==> src/rtl/bmm_pkg.sv <==
package bmm_pkg;

   localparam int unsigned BMM_DIM_DEFAULT = 8;

   typedef enum logic [1:0] {
      BMM_OP_AFFINE = 2'd0,
      BMM_OP_ANY    = 2'd1,
      BMM_OP_ALL    = 2'd2,
      BMM_OP_FLIP   = 2'd3
   } bmm_op_e;

endpackage

==> src/rtl/bmm_transpose.sv <==
module bmm_transpose #(
   parameter int unsigned DIM = bmm_pkg::BMM_DIM_DEFAULT
) (
   input  logic [DIM*DIM-1:0] src,
   output logic [DIM*DIM-1:0] dst
);
   localparam int unsigned NBITS = DIM * DIM;

   if (DIM < 2) begin : g_bad_dim
      $error("bmm_transpose: DIM must be at least 2");
   end

   // element (row j, col k) of dst comes from element (row k, col j) of src
   for (genvar j = 0; j < DIM; j++) begin : g_row
      for (genvar k = 0; k < DIM; k++) begin : g_col
         assign dst[j*DIM + k] = src[k*DIM + j];
      end
   end

   // a transpose only moves bits, so the number of ones is unchanged
   always_comb begin
      assert_flip_keeps_ones_R6: assert ($countones(dst) == $countones(src))
         else $error("transpose changed the population count");
   end

endmodule

==> src/rtl/bmm_reduce.sv <==
module bmm_reduce #(
   parameter int unsigned DIM = bmm_pkg::BMM_DIM_DEFAULT
) (
   input  logic [DIM*DIM-1:0] row_src,
   input  logic [DIM*DIM-1:0] col_src,
   input  logic [DIM-1:0]     konst,
   output logic [DIM*DIM-1:0] par_vec,
   output logic [DIM*DIM-1:0] any_vec,
   output logic [DIM*DIM-1:0] all_vec
);
   localparam int unsigned NBITS = DIM * DIM;

   if (DIM < 2) begin : g_bad_dim
      $error("bmm_reduce: DIM must be at least 2");
   end

   // col_src holds the second matrix already transposed: byte c is column c
   for (genvar r = 0; r < DIM; r++) begin : g_r
      for (genvar c = 0; c < DIM; c++) begin : g_c
         logic [DIM-1:0] prod;
         assign prod              = row_src[r*DIM +: DIM] & col_src[c*DIM +: DIM];
         assign par_vec[r*DIM+c]  = (^prod) ^ konst[c];
         assign any_vec[r*DIM+c]  = |prod;
         assign all_vec[r*DIM+c]  = &prod;
      end
   end

   // an all-set hit is always also an any-set hit
   always_comb begin
      assert_all_within_any_R5: assert ((all_vec & ~any_vec) == '0)
         else $error("all-set bit without any-set bit");
   end

endmodule

==> src/rtl/bmm_unit.sv <==
module bmm_unit #(
   parameter int unsigned DIM   = bmm_pkg::BMM_DIM_DEFAULT,
   parameter int unsigned NBITS = DIM * DIM
) (
   input  logic             clk,
   input  logic             rst_n,
   input  logic             in_valid,
   input  logic [1:0]       op_sel,
   input  logic [NBITS-1:0] mat_a,
   input  logic [NBITS-1:0] mat_b,
   input  logic [DIM-1:0]   affine,
   output logic             out_valid,
   output logic [NBITS-1:0] out_data
);
   import bmm_pkg::*;

   if (NBITS != DIM * DIM) begin : g_bad_width
      $error("bmm_unit: NBITS must equal DIM*DIM");
   end

   logic [NBITS-1:0] b_cols;
   logic [NBITS-1:0] a_flip;
   logic [NBITS-1:0] par_vec, any_vec, all_vec;
   logic [NBITS-1:0] res_nxt;
   bmm_op_e          op;

   assign op = bmm_op_e'(op_sel);

   bmm_transpose #(.DIM(DIM)) u_tr_b (.src(mat_b), .dst(b_cols));
   bmm_transpose #(.DIM(DIM)) u_tr_a (.src(mat_a), .dst(a_flip));

   bmm_reduce #(.DIM(DIM)) u_red (
      .row_src (mat_a),
      .col_src (b_cols),
      .konst   (affine),
      .par_vec (par_vec),
      .any_vec (any_vec),
      .all_vec (all_vec)
   );

   always_comb begin
      unique case (op)
         BMM_OP_AFFINE: res_nxt = par_vec;
         BMM_OP_ANY:    res_nxt = any_vec;
         BMM_OP_ALL:    res_nxt = all_vec;
         default:       res_nxt = a_flip;
      endcase
   end

   always_ff @(posedge clk or negedge rst_n) begin
      if (!rst_n) begin
         out_valid <= 1'b0;
         out_data  <= '0;
      end else begin
         out_valid <= in_valid;
         if (in_valid) out_data <= res_nxt;
      end
   end

   assert_valid_follows_R8: assert property (@(posedge clk) disable iff (!rst_n)
      in_valid |=> out_valid)
      else $error("out_valid missing after strobe");

   assert_idle_holds_R9: assert property (@(posedge clk) disable iff (!rst_n)
      !in_valid |=> (!out_valid && $stable(out_data)))
      else $error("output changed without strobe");

endmodule

==> config.mk <==
export PLATFORM = sky130hd
export DESIGN_NAME = bmm_unit
export DESIGN_NICKNAME = d
export VERILOG_FILES = /design/src/rtl/bmm_pkg.sv /design/src/rtl/bmm_transpose.sv /design/src/rtl/bmm_reduce.sv /design/src/rtl/bmm_unit.sv
export SDC_FILE = /design/constraint.sdc
export NUM_CORES = 1
export LEC_CHECK = 0
export ABC_AREA = 0
export BUFFER_PORTS_ARGS = -buffer_cell sky130_fd_sc_hd__buf_2
export CAP_MARGIN = 15
export CORE_ASPECT_RATIO = 1.1
export CORE_UTILIZATION = 67
export CTS_CLUSTER_DIAMETER = 200
export DETAILED_ROUTE_END_ITERATION = 8
export GPL_TIMING_DRIVEN = 1
export MAX_ROUTING_LAYER = met4
export PLACE_DENSITY_LB_ADDON = 0.15
export SYNTH_ARGS = -nofsm -noshare
export SYNTH_HDL_FRONTEND = slang
export SYNTH_SLANG_ARGS = --single-unit
==> constraint.sdc <==
create_clock -name clk -period 1.3 [get_ports clk]
set_input_delay 0.39 -clock clk [delete_from_list [all_inputs] [get_ports clk]]
set_output_delay 0.39 -clock clk [all_outputs]
set_load 0.01 [all_outputs]
==> out/qor.yml, run 1 <==
outcome:
  outcome: "aborted with a tool error"
  stop_stage: "clock tree synthesis (4_1_cts)"
  tool.error: "[ERROR DPL-0033] detailed placement checks failed during check placement."
die:
  initial_utilization_pct: 68.18
  die_w_um: 157.3
  die_y_um: 172.8
  fp-row-count: 62
  io_pins: 206
synthesis:
  syn_nets: 3129
  syn_inst: 2476
  avgSynthCellArea_um2: 7.177
  synth_edf_count: 0
  synth_seq_area_share_pct: 9.153
  synth-main-ff-cell: "dfrtp_1"
  ys_seq_elements: 65
  synth_cell_types: 22
  synth.area.top_cells: "ha_1, inv_1, nand2_1"
  synthTopCellsByCount: "ha_1, inv_1, nand2_1"
  synth-async-reset-ratio_pct: 100.0
  synth_top_cell_by_area: "ha_1"
  yosys_warnings: 0
  synth.top_cell.area_share_pct: 36.05
  netlist_area_um2: 17770
place:
  gp_congestion: 1.011
  hpwlAfterDp_um: 55210
  dp_cells: 3145
  io_buffers: 205
  pre_cts_ws_ns: -0.6945
clock_network:
  cts.hold.buffers_added: 1
  cts.sinks: 65
  cts_buffers: 9
  clockBufferDepth: 2
  cts_repair_resize_count: 403
  cts_setup_buffers: 40
  htree_levels: 3
  root_buffer: "clkbuf_16"
-- logic make-up after synthesis --
group | Yosys count | share of synthesized area (%)
AO/OA/AOI/OAI | 256 | 8.111
buffers and inverters | 679 | 15.41
AND/OR/NAND/NOR | 708 | 18.67
flip-flops | 65 | 9.153
XOR/XNOR | 256 | 12.62
adder cells (fa/ha/maj) | 512 | 36.05
-- stage by stage --
stage	TNS (ns)	area [µm²]
after floorplan	-12.77	20160
after global placement	-33.40	23110
after detailed placement	-36.59	23110
==> run 2: changes to the inputs <==
--- a/config.mk
+++ b/config.mk
@@ -8,12 +8,9 @@
 export ABC_AREA = 0
 export BUFFER_PORTS_ARGS = -buffer_cell sky130_fd_sc_hd__buf_2
 export CAP_MARGIN = 15
-export CORE_ASPECT_RATIO = 1.1
-export CORE_UTILIZATION = 67
-export CTS_CLUSTER_DIAMETER = 200
+export CORE_UTILIZATION = 40
 export DETAILED_ROUTE_END_ITERATION = 8
 export GPL_TIMING_DRIVEN = 1
-export MAX_ROUTING_LAYER = met4
 export PLACE_DENSITY_LB_ADDON = 0.15
 export SYNTH_ARGS = -nofsm -noshare
 export SYNTH_HDL_FRONTEND = slang
==> out/qor.yml, run 2 <==
setup_path:
  path_max_fanout: 2
  worst_ep_arrival_time_ns: 1.01
  crit_type: "flop to primary output"
  cp-endpoint: "out_data[40]"
  cp_slowest_cell: "dfrtp_1"
  critical_path.top_delay_family: "flip-flops"
  path_buf_inv: 1
  cp_num_cells: 1
  rr_worst_depth: 4
  crit_path_end_kind: "primary output"
  crit_chain: "buf_2"
  reg2reg_setup_slack_ns: 0.20
  r2r-start: "out_data[5]"
  crit_path_start_kind: "flop"
  worstReg2RegEnd: "out_data[5]"
  crit_required_ns: 0.91
  max_stage_delay_ns: 0.45
  crit_start: "out_data[40]"
place:
  placed_area_um2: 24250  # was 23110 µm²
  pre_cts_ws_ns: -0.7538  # was -0.6945 ns
  io_buffers: 205  # unchanged
  hpwlAfterDp_um: 61700  # was 55210 µm
  gp_congestion: 0.9552  # was 1.011
synthesis:
  synth-main-ff-cell: "dfrtp_1"  # unchanged
  netlist_area_um2: 17770  # unchanged
  synth.area.top_cells: "ha_1, inv_1, nand2_1"  # unchanged
  ys_seq_elements: 65  # unchanged
  synth_edf_count: 0  # unchanged
  synth.top_cell.area_share_pct: 36.05  # unchanged
  avgSynthCellArea_um2: 7.177  # unchanged
  synth-async-reset-ratio_pct: 100.0  # unchanged
  yosys_warnings: 0  # unchanged
  synth_cell_types: 22  # unchanged
  syn_inst: 2476  # unchanged
  synthTopCellsByCount: "ha_1, inv_1, nand2_1"  # unchanged
  syn_nets: 3129  # unchanged
  synth_seq_area_share_pct: 9.153  # unchanged
  synth_top_cell_by_area: "ha_1"  # unchanged
global_route:
  grtUsageMet2_pct: 60.51
  grt_pass1_vias: 20554
  overflow: 0
  grt_use_total_pct: 38.24
  met3_usage_pct: 7.839
  grt_pass1_wl_um: 125200
  grt_antenna_before_repair: 1
  grt_max_degree: 51
  grtUsageMet1_pct: 46.12
  busiest_layer: "met2"
die:
  die_w_um: 212.8  # was 157.3 µm
  die_y_um: 212.8  # was 172.8 µm
  fp-row-count: 76  # was 62
  io_pins: 206  # unchanged
  die_area_um2: 45270
  core_area_um2: 43460
  initial_utilization_pct: 40.89  # was 68.18%
clock_network:
  clockBufferDepth: 2  # unchanged
  root_buffer: "clkbuf_16"  # unchanged
  cts_buffers: 9  # unchanged
  cts_tree: "yes"
  path_clk_slew_ns: 0.08
  htree_levels: 3  # unchanged
  cts.sinks: 65  # unchanged
  clk_latency_ns: 0.39
timing:
  finalHoldViolCount: 0
  slew_viol_final: 0
  tightestPinTransition_ns: 0.3215
  slew_headroom_pct: 78.57
  period_minus_slack_ns: 1.398
  rsz0062_at_grt: "yes"
  setup_slack_ns: -0.09767
  post-route-period-util_pct: 107.5
  setup_viol: 72
  fmax_mhz: 715.5
  finClkSkew_ns: 0
  hold_slack_ns: 0.3573
cells_and_area:
  design_area_um2: 28460
  final_cell_mix: "inv_1, ha_1, nand2_1"
  fill_cells: 3446
  final_nets: 3594
  largestRegisters: "out_data x64, out_valid x1"
  largest_reg_flops: 64
  multiInputGateArea_um2: 16810
  register_area_um2: 1642
  diodes: 0
  top_register: "out_data"
  layout-drive-gt1-share_pct: 38.90
  final_common_cell: "inv_1"
  synthToLayoutAreaGrowth_pct: 60.13
  utilization_pct: 65.48
job:
  drv_cap: 0
routing:
  drtIter0Drc: 1845
  vias: 19641
  ant_nets: 0
  drt_pre_antenna_iters: 5
  drc: 0
  vias_per_cell: 5.562
  wl_per_cell_um: 24.87
  drt_wl_total_um: 87800
power:
  vdd_drop_max_mv: 0.5871
  p_leak_uw: 0.01600
  p_per_area_nw_per_um2: 591.5
worst_hold_path:
  hold_path_class: "primary input to flop"
outcome:
  violations: "negative setup slack"
  outcome: "complete, but fails checks"  # was aborted with a tool error
## run 2: how the worst min path moves through the flow
stage | from | to | cells past startpoint
after detailed placement | rst_n | out_data[61] | 1
after floorplan | rst_n | out_data[0] | 0
after CTS | mat_a[16] | out_data[2] | 3
after global placement | rst_n | out_data[61] | 1
final | mat_a[16] | out_data[2] | 3
after global routing | mat_a[16] | out_data[2] | 3
## run 2: cells by family after synthesis
logic type	Yosys count	synth area share [%]
simple gates	708	18.67
buf+inv	679	15.41
fa+ha+maj	512	36.05
compound gates	256	8.111
xor+xnor	256	12.62
flops	65	9.153
## run 2: final cells by class
class                           instances  share of cell area (%)
Timing Repair Buffer                  621                   24.74
Inverter                              512                   6.886
Sequential cell                        65                   5.769
Clock inverter                          3                 0.05276
Clock buffer                           13                  0.9146
Multi-Input combinational cell       1732                   59.06
Tap cell                              585                   2.572
## run 2: metrics by stage
step	TNS, ns	power [µW]	cells
6_report	-2.297	16830	3531
2_1_floorplan	-12.77	8359	2476
3_3_place_gp	-35.06	11640	3432
5_1_grt	-4.669	17610	3531
4_1_cts	-2.500	15700	3496
3_5_place_dp	-36.81	11870	3432
## run 2: timing repair
| item | 4_1_cts | 5_1_grt |
|---|---|---|
| endpoints found under the hold margin | 8 | 0 |
| gates resized for setup | 422 | 249 |
| gates cloned | 8 | 5 |
| endpoints found under the setup margin | 120 | 128 |
| hold buffers | 1 | 0 |
| pin swaps | 297 | 188 |
| setup buffers | 53 | 37 |
## run 2: per-layer routing
metal,up-vias,part of all wire (%)
met5,-,0
met4,0,8.2
met3,389,10
met2,1144,44
met1,9450,38
li1,8658,-
## run 2: power by group
group          internal (µW)  total, µW  switching [µW]
Combinational           5870      11500            5590
Sequential              2340       2690             344
Clock                   1400       2680            1290
Total                   9610      16800            7220
## run 2: worst reg2reg max path, delay by kind of cell, from the launching register on
family | cells | cell delay (ns)
flops | 1 | 0.45
buf+inv | 2 | 0.32
compound gates | 2 | 0.21
No activity file was read; power rests on OpenSTA's default activity.
